===== src/rtl/gtimer.sv =====
module gtimer #(
  parameter int W = 16
) (
  input  logic         clk,
  input  logic         rst_n,
  input  logic         en,
  input  logic [1:0]   mode,
  input  logic         tpin,
  input  logic [W-1:0] period,
  input  logic         irq_clr,
  output logic [W-1:0] count,
  output logic         irq
);
  logic [2:0] pin_q;
  logic       gate, rise, fall, tick, wrap, irq_set;

  always_ff @(posedge clk or negedge rst_n)
    if (!rst_n) pin_q <= '0;
    else        pin_q <= {pin_q[1:0], tpin};

  assign gate = pin_q[1];
  assign rise = pin_q[1] & ~pin_q[2];
  assign fall = ~pin_q[1] & pin_q[2];

  always_comb begin
    case (mode)
      2'b00:   tick = en;
      2'b01:   tick = en & rise;
      2'b10:   tick = en & gate;
      default: tick = 1'b0;
    endcase
  end

  assign wrap    = tick && (count == period);
  assign irq_set = wrap || (en && mode == 2'b10 && fall);

  always_ff @(posedge clk or negedge rst_n)
    if (!rst_n)    count <= '0;
    else if (wrap) count <= '0;
    else if (tick) count <= count + 1'b1;

  always_ff @(posedge clk or negedge rst_n)
    if (!rst_n)       irq <= 1'b0;
    else if (irq_set) irq <= 1'b1;
    else if (irq_clr) irq <= 1'b0;
endmodule



===== config.mk =====
export PLATFORM = sky130hd
export DESIGN_NAME = gtimer
export DESIGN_NICKNAME = d
export VERILOG_FILES = /design/src/rtl/gtimer.sv
export SDC_FILE = /design/constraint.sdc
export NUM_CORES = 1
export LEC_CHECK = 0
export BUFFER_PORTS_ARGS = -buffer_cell sky130_fd_sc_hd__buf_2
export CAP_MARGIN = 10
export CORE_ASPECT_RATIO = 0.5
export CORE_MARGIN = 5
export CORE_UTILIZATION = 25
export CTS_BUF_LIST = sky130_fd_sc_hd__clkbuf_4 sky130_fd_sc_hd__clkbuf_8
export CTS_CLUSTER_DIAMETER = 30
export DETAILED_ROUTE_END_ITERATION = 7
export PLACE_DENSITY = 0.54
export SYNTH_ARGS = -nofsm -noshare
export SYNTH_HDL_FRONTEND = slang
export SYNTH_SLANG_ARGS = --single-unit

===== constraint.sdc =====
create_clock -name clk -period 2.35 [get_ports clk]
set_clock_uncertainty 0.2 [all_clocks]
set_input_delay 0.235 -clock clk [delete_from_list [all_inputs] [get_ports clk]]
set_output_delay 0.235 -clock clk [all_outputs]
set_load 0.1 [all_outputs]

=== After elaboration in Yosys (flattened, before gate mapping) ===
Cells that the tools add are included.

* Bits in registers: 20
* Bits of input ports: 23
* Output and inout port bits: 17

* Add/subtract/negate cells: 1
* Equal/unequal tests: 3
* Multiplexer cells: 5
* Bitwise gates (word level): 6
* Reductions and logical operators: 7

{| class="wikitable"
|+ Operators with widths
! operator !! number
|-
| 16-bit two-way mux || 2
|-
| 16-bit by 1-bit adder with 16-bit output, second input constant || 1
|-
| 16-bit == test || 1
|-
| 1-bit AND || 4
|-
| 2-bit nonzero test || 2
|-
| 1-bit logical AND || 3
|-
| 1-bit one-hot mux with 3 select lines || 1
|-
| 2-bit by 1-bit == test with 1-bit output, second input constant || 1
|-
| 2-bit == test, second input constant || 1
|-
| 2-bit zero test || 1
|-
| 1-bit two-way mux || 2
|-
| 1-bit inverter || 2
|-
| 1-bit logical OR || 1
|}

=== Longest topological paths before layout ===
Gate-level depths: netlist (run 1).

* Depth in word-level cells: 7
* Gate-level depth with buffers: 8
* Depth with buffers taken out: 7

=== Least setup slack after synthesis (run 1) ===
OpenSTA, ideal clock, no wires.

* Path kind: flip-flop to flip-flop
* Start point: register count[1]
* End point: register count[12]
* Data arrival time: 2.218 ns
* Data required time: 2.032 ns
* Slack: -0.186 ns
* Cell stages (with the launch flop): 8
* Buffers on the path: 1
* Period minus slack after synthesis: 2.536 ns
* Cell sequence: dfrtp_1 > ha_1 > and3_1 > clkbuf_1 > nand3_1 > o31ai_1 > o2bb2ai_1 > a21o_1

* Longest elaborated chain between the ends: 3
* Elaborated cells between the ends (all ways): 6
* Those cells by class: 1 x add/sub; 1 x eq/ne; 2 x mux; 2 x reduce/logical

{| class="wikitable"
|+ Ends and longest elaborated chain
! element !! line !! text
|-
| start, declared || 11 || <nowiki>output logic [W-1:0] count,</nowiki>
|-
| start signal, assigned || 40 || <nowiki>else if (tick) count <= count + 1'b1;</nowiki>
|-
| 16-bit by 1-bit adder with 16-bit output or 16-bit == test (tied branches) || 40, 34 ||
|-
| 16-bit two-way mux or 1-bit logical AND (tied branches) || 40, 34 ||
|-
| 16-bit two-way mux or 2-bit nonzero test (tied branches) || - ||
|}

Several ways; a longest one is shown, not always the timed one. The select of a mux whose other input is x is not followed.
A chain may end at the register's enable or synchronous reset.

=== Worst setup path in the final report (run 1) ===
* Start point: register count[8]
* End point: register count[0]

* Longest elaborated chain between the ends: 3
* Elaborated cells between the ends (all ways): 4
* Those cells by class: 1 x eq/ne; 1 x mux; 2 x reduce/logical

{| class="wikitable"
|+ Ends and longest elaborated chain
! element !! line !! text
|-
| 16-bit == test * || 34 || <nowiki>assign wrap = tick && (count == period);</nowiki>
|-
| 1-bit logical AND * || 34 ||
|-
| 16-bit two-way mux or 2-bit nonzero test (tied branches) || - ||
|}

Mark *: on every way between the ends. The rest lies on a longest branch, timed or not.

==> results_dict.tcl, run 1 <==
set metrics [dict create \
    avgSynthCellArea_sq_um 9.45 \
    hold_end "irq$_DFFE_PN0P_" \
    dr.first_iter.drc_count 77 \
    synth_seq_area_share 0.378 \
    antennaDiodeCount 0 \
    grt_pass1_wl_um 5510 \
    worst_pin_slew_ps 534 \
    cp_cell_sequence "xnor2_1 -> nand4_1 -> nor4_4 -> nor2_1 -> mux2_2" \
    worstPathArrival_ps 2050 \
    cts_root_buffer "clkbuf_8" \
    crit_buf_inv 0 \
    fp-row-count 18 \
    fin_area_sq_um 1670 \
    antenna_found_initial 0 \
    drcViolationCount 0 \
    clk_latency_ps 260 \
    synthTopCellsByCount "20 x dfrtp_1, 18 x xnor2_1, 9 x nor2_1" \
    routed_wl_um 3520 \
    io_pins 40 \
    overflow 0 \
    synth_ff_type "dfrtp_1" \
    synth_area_leaders "dfrtp_1 38%, xnor2_1 12%, ha_1 3.8%" \
    start_util 0.263 \
    ant_nets 0 \
    cts-buffers-inserted 3 \
    synth_top_family_by_area "simple AND/OR/NAND/NOR gates" \
    hp-start "irq_clr" \
    ir_drop_mv 0.305 \
    status "finished clean" \
    wl_per_cell_um 14.0 \
    die_h_um 61.4 \
    syn_area_sq_um 1320 \
    min_period_ps 2090 \
    synthMuxAreaShare 0.0237 \
    num_vias 1175 \
    crit_path_max_incr_delay_ps 460 \
    critical_path.slowest_cell "dfrtp_2" \
    p_comb_frac 0.399 \
    synth-seq-cells 20 \
    die_w_um 113 \
    rr_worst_depth 5 \
    synth.largest_area_cell "dfrtp_1" \
    grt_usage 0.103 \
    design_power_total_uw 1160 \
    final.fill_count 538 \
    synth_compound_area_frac 0.134 \
    relSlewSlack 0.643 \
    area_delta_synth_final_pct 26.0 \
    tritoncts "built" \
    cap_violations 0 \
    grt_setup_unrepaired "no" \
    drv_slew 0 \
    placed_cell_area_sq_um 1600 \
    synth_edf_count 0 \
    grt_pass1_vias 1099 \
    netlist_instances 140 \
    multi_input_area_sq_um 731 \
    path_class "reg -> reg" \
    drive_above_1_share 0.352 \
    setup_viol 0 \
    numPortBuffers 39 \
    hold_viol 0 \
    synth_top_area_frac 0.378 \
    min_path_cells 3 \
    dpl.hpwl_um 2710 \
    critPathLaunchType "flop" \
    htreeDepth 1 \
    first_pass_iters 4 \
    p_int_uw 637 \
    path_max_fanout 8 \
    power.density_nw_per_um2 699 \
    cts_resized 0 \
    worstPathRequired_ps 2300 \
    power.net_switching_uw 528 \
    r2r_start "count[8]$_DFFE_PN0P_" \
    synth_most_common_cell "dfrtp_1" \
    ys_warn_count 0 \
    clock-sinks 20 \
    cts_setup_buffers 0 \
    finalNetCount 210 \
    p_sw_frac 0.453 \
    die_area_sq_um 6930 \
    clk_pin_slew_ps 80 \
    synth_xor_area_frac 0.119 \
    fmax_mhz 478 \
    fin_setup_tns_ps 0 \
    rr_endpoint "count[0]$_DFFE_PN0P_" \
    yosysUniqueCellTypes 38 \
    power_frac_clock 0.213 \
    syn_nets 167 \
    grt_max_degree 21 \
    clockBufferDepth 2 \
    synthSimpleGateAreaFrac 0.237 \
    crit_family "simple AND/OR/NAND/NOR gates" \
    seq_power_share 0.388 \
    synth-async-reset-ratio 1.00 \
    ctsHoldBuffers 2 \
    seq_area_sq_um 517 \
    synthAdderAreaFrac 0.0378 \
    ff2ff_setup_slack_ps 260 \
    p_leak_uw 0.000742 \
    hold_class "in -> reg" \
    crit_path_end_kind "flop" \
    finalCritPeriodShare 0.891 \
    place_congestion 0.779 \
    viasPerCell 4.66 \
    coreArea_sq_um 5020 \
]
## metrics by stage
| stage | hold WS [ps] | setup WS, ps | cells | util |
|---|---|---|---|---|
| global route | 66.4 | 34.4 | 252 | 0.332 |
| CTS | 61.4 | 227 | 252 | 0.332 |
| global placement | 25.6 | 304 | 246 | 0.318 |
| floorplan | -261 | 0.433 | 140 | - |
| detailed placement | 32.5 | 250 | 246 | 0.318 |
| finish | 61.9 | 256 | 252 | 0.332 |
## cell usage in the layout, fill, tap and decap left out, types with 3 or more instances in the layout
cell / count
a21o_1: 3
a21oi_1: 3
a22o_1: 4
buf_2: 39
buf_4: 6
clkbuf_8: 3
dfrtp_1: 7
dfrtp_2: 13
ha_1: 4
inv_1: 6
nand2_1: 6
nand3_1: 6
nand4_1: 8
nor2_1: 9
nor3_1: 6
nor4_1: 3
o21ai_0: 7
xnor2_1: 18
## routing by layer
layer	GRT usage	vias to the layer above	part of all wire
met1	0.122	568	0.45
met4	0.0291	0	0.0040
met5	0	-	0
met3	0.0285	2	0.031
met2	0.189	14	0.51
li1	-	591	-
## cells by family after synthesis
group | after synthesis
AOI/OAI and AO/OA | 26
xor gates and xnor gates | 18
adders and majority gates | 4
buffers and inverters | 15
DFF | 20
muxes | 3
and+or+nand+nor | 54
## sequential cells by signal (all words and copies together) (netlist names)
register,cells
count,16
irq,1
pin_q,3
## tightest hold or removal path, stage by stage
cell and delay [ps]:
buf_2 90, inv_1 50, a211o_1 110
## power groups by stage
stage | sequential, uW | combinational (uW) | clock [uW]
finish | 451 | 465 | 249
global route | 461 | 496 | 273
CTS | 450 | 468 | 263
detailed placement | 457 | 464 | 0
global placement | 453 | 463 | 0
floorplan | 686 | 124 | 0
## how the worst max path moves through the flow
stage                                     from              endpoint  slack (ps)  depth (start not counted)
final                     count[8]$_DFFE_PN0P_  count[0]$_DFFE_PN0P_         260                          5
after global routing      count[8]$_DFFE_PN0P_  count[0]$_DFFE_PN0P_          30                          5
after CTS                 count[8]$_DFFE_PN0P_  count[0]$_DFFE_PN0P_         230                          5
after detailed placement  count[8]$_DFFE_PN0P_  count[0]$_DFFE_PN0P_         250                          5
after global placement                 mode[0]  count[0]$_DFFE_PN0P_         300                          8
after floorplan           count[7]$_DFFE_PN0P_  count[0]$_DFFE_PN0P_         0.4                          5
## layout make-up
| class | count | area share |
|---|---|---|
| Sequential cell | 20 | 0.310 |
| Clock buffer | 4 | 0.0293 |
| Tap cell | 70 | 0.0526 |
| Timing Repair Buffer | 47 | 0.156 |
| Inverter | 6 | 0.0135 |
| Multi-Input combinational cell | 105 | 0.438 |
Note: power is estimated with default switching activity, not from simulation.
==> inputs of run 2 (changes only) <==
--- a/config.mk
+++ b/config.mk
@@ -14,6 +14,7 @@
 export CTS_CLUSTER_DIAMETER = 30
 export DETAILED_ROUTE_END_ITERATION = 7
 export PLACE_DENSITY = 0.54
+export SETUP_SLACK_MARGIN = 0.3
 export SYNTH_ARGS = -nofsm -noshare
 export SYNTH_HDL_FRONTEND = slang
 export SYNTH_SLANG_ARGS = --single-unit
==> run 2 against run 1 <==
Die area is the same. Sequential power grew 3%. Utilization grew 2.5 points. Cell count grew 2.8%. Critical path type unchanged. Critical endpoint is now count[10]$_DFFE_PN0P_.
==> results_dict.tcl, run 2 (synthesis results as in run 1) <==
set metrics [dict create \
    fin_setup_tns_ps 0 \
    critical_path.slowest_cell "dfrtp_2" \
    finalNetCount 217 \
    clk_pin_slew_ps 80 \
    grt_pass1_vias 1185 \
    min_period_ps 1950 \
    start_util 0.263 \
    drcViolationCount 0 \
    top_register "count" \
    die_area_sq_um 6930 \
    multi_input_area_sq_um 771 \
    coreArea_sq_um 5020 \
    first_pass_iters 4 \
    hold_class "in -> reg" \
    viasPerCell 4.76 \
    post-place-cells 246 \
    power.density_nw_per_um2 686 \
    fmax_mhz 514 \
    antennaDiodeCount 0 \
    cts-buffers-inserted 3 \
    ff2ff_setup_slack_ps 400 \
    numPortBuffers 39 \
    dr.first_iter.drc_count 109 \
    ant_nets 0 \
    design_power_total_uw 1230 \
    cts_root_buffer "clkbuf_8" \
    p_sw_frac 0.444 \
    final_cell_mix "39 x buf_2, 13 x xnor2_1, 11 x buf_4" \
    overflow 0 \
    power_frac_clock 0.224 \
    critPathLaunchType "flop" \
    setup_viol 0 \
    utilization 0.357 \
    grt_pass1_wl_um 5620 \
    crit_buf_inv 2 \
    finalCritPeriodShare 0.828 \
    grt_setup_unrepaired "no" \
    status "finished clean" \
    crit_path_end_kind "flop" \
    cap_violations 0 \
    antenna_found_initial 0 \
    path_max_fanout 5 \
    routed_wl_um 3580 \
    path_class "reg -> reg" \
    clock-sinks 20 \
    layout.cells.non_filler 259 \
    htreeDepth 1 \
    num_vias 1233 \
    crit_start "count[13]$_DFFE_PN0P_" \
    clk_latency_ps 260 \
    grt_max_degree 21 \
    final.fill_count 520 \
    p_comb_frac 0.398 \
    die_h_um 61.4 \
    timing.hold.ws_ps 45.9 \
    cp_cell_sequence "xnor2_1 -> nand4_1 -> nor4_4 -> buf_4 -> buf_4 -> o21ai_1 -> a22o_1" \
    worst_pin_slew_ps 488 \
    p_int_uw 684 \
    dpl.hpwl_um 2670 \
    hp-start "irq_clr" \
    clockBufferDepth 2 \
    seq_area_sq_um 536 \
    tritoncts "built" \
    p_leak_uw 0.000817 \
    grt_usage 0.103 \
    drive_above_1_share 0.418 \
    reg_top3 "count x16, pin_q x3, irq x1" \
    worstPathArrival_ps 1900 \
    final_common_cell "buf_2" \
    seq_power_share 0.378 \
    drv_slew 0 \
    io_pins 40 \
    ir_drop_mv 0.308 \
    wl_per_cell_um 13.8 \
    fp-row-count 18 \
    largest_reg_flops 16 \
    crit_path_max_incr_delay_ps 470 \
    area_delta_synth_final_pct 35.6 \
    worstPathRequired_ps 2300 \
    place_congestion 0.808 \
    die_w_um 113 \
    r2r_start "count[13]$_DFFE_PN0P_" \
    crit_family "flip-flops" \
    hold_viol 0 \
    power.net_switching_uw 546 \
    relSlewSlack 0.675 \
    path_common_cell "buf_4" \
]
[run 2: layer usage]
metal	routed length [um]	track usage	share of wire
met2	1720	0.179	0.48
met5	0	0	0
met4	32	0.0479	0.0089
met1	1650	0.126	0.46
met3	177	0.0245	0.049
[run 2: worst reg2reg max path: stages (launching register included)]
cell,delay [ps]
dfrtp_2,470
xnor2_1,190
nand4_1,160
nor4_4,280
buf_4,180
buf_4,130
o21ai_1,60
a22o_1,170
[run 2: timing repair]
action | in CTS | in global routing
pin swaps | 2 | 3
setup endpoints to repair | 14 | 15
hold endpoints to repair | 21 | 0
buffers inserted | 3 | 4
hold buffers | 2 | 0
resized for setup | 0 | 4
[run 2: worst paths after layout]
kind / endpoint / cells past startpoint
max: count[10]$_DFFE_PN0P_ / 7
min: irq$_DFFE_PN0P_ / 3
max reg2reg: count[10]$_DFFE_PN0P_ / 7
min reg2reg: pin_q[1]$_DFF_PN0_ / 0
max in group asynchronous: count[12]$_DFFE_PN0P_ / 2
min in group asynchronous: count[0]$_DFFE_PN0P_ / 2
[run 2: cell type report]
class | instances | area share
Clock buffer | 4 | 0.0307
Inverter | 6 | 0.0126
Multi-Input combinational cell | 105 | 0.430
Sequential cell | 20 | 0.299
Tap cell | 70 | 0.0488
Timing Repair Buffer | 54 | 0.179
[run 2: power by group through the flow]
| stage | Clock, uW | Sequential, uW | Combinational (uW) |
|---|---|---|---|
| after floorplan | 0 | 695 | 131 |
| after global routing | 294 | 473 | 517 |
| after global placement | 0 | 470 | 455 |
| after CTS | 280 | 464 | 462 |
| after detailed placement | 0 | 471 | 459 |
| final | 275 | 465 | 490 |
[run 2: stage by stage]
step	setup WS [ps]	instance area [sq um]
2_1_floorplan	216	1390
6_report	403	1790
3_5_place_dp	186	1630
3_3_place_gp	201	1630
4_1_cts	309	1730
5_1_grt	312	1790
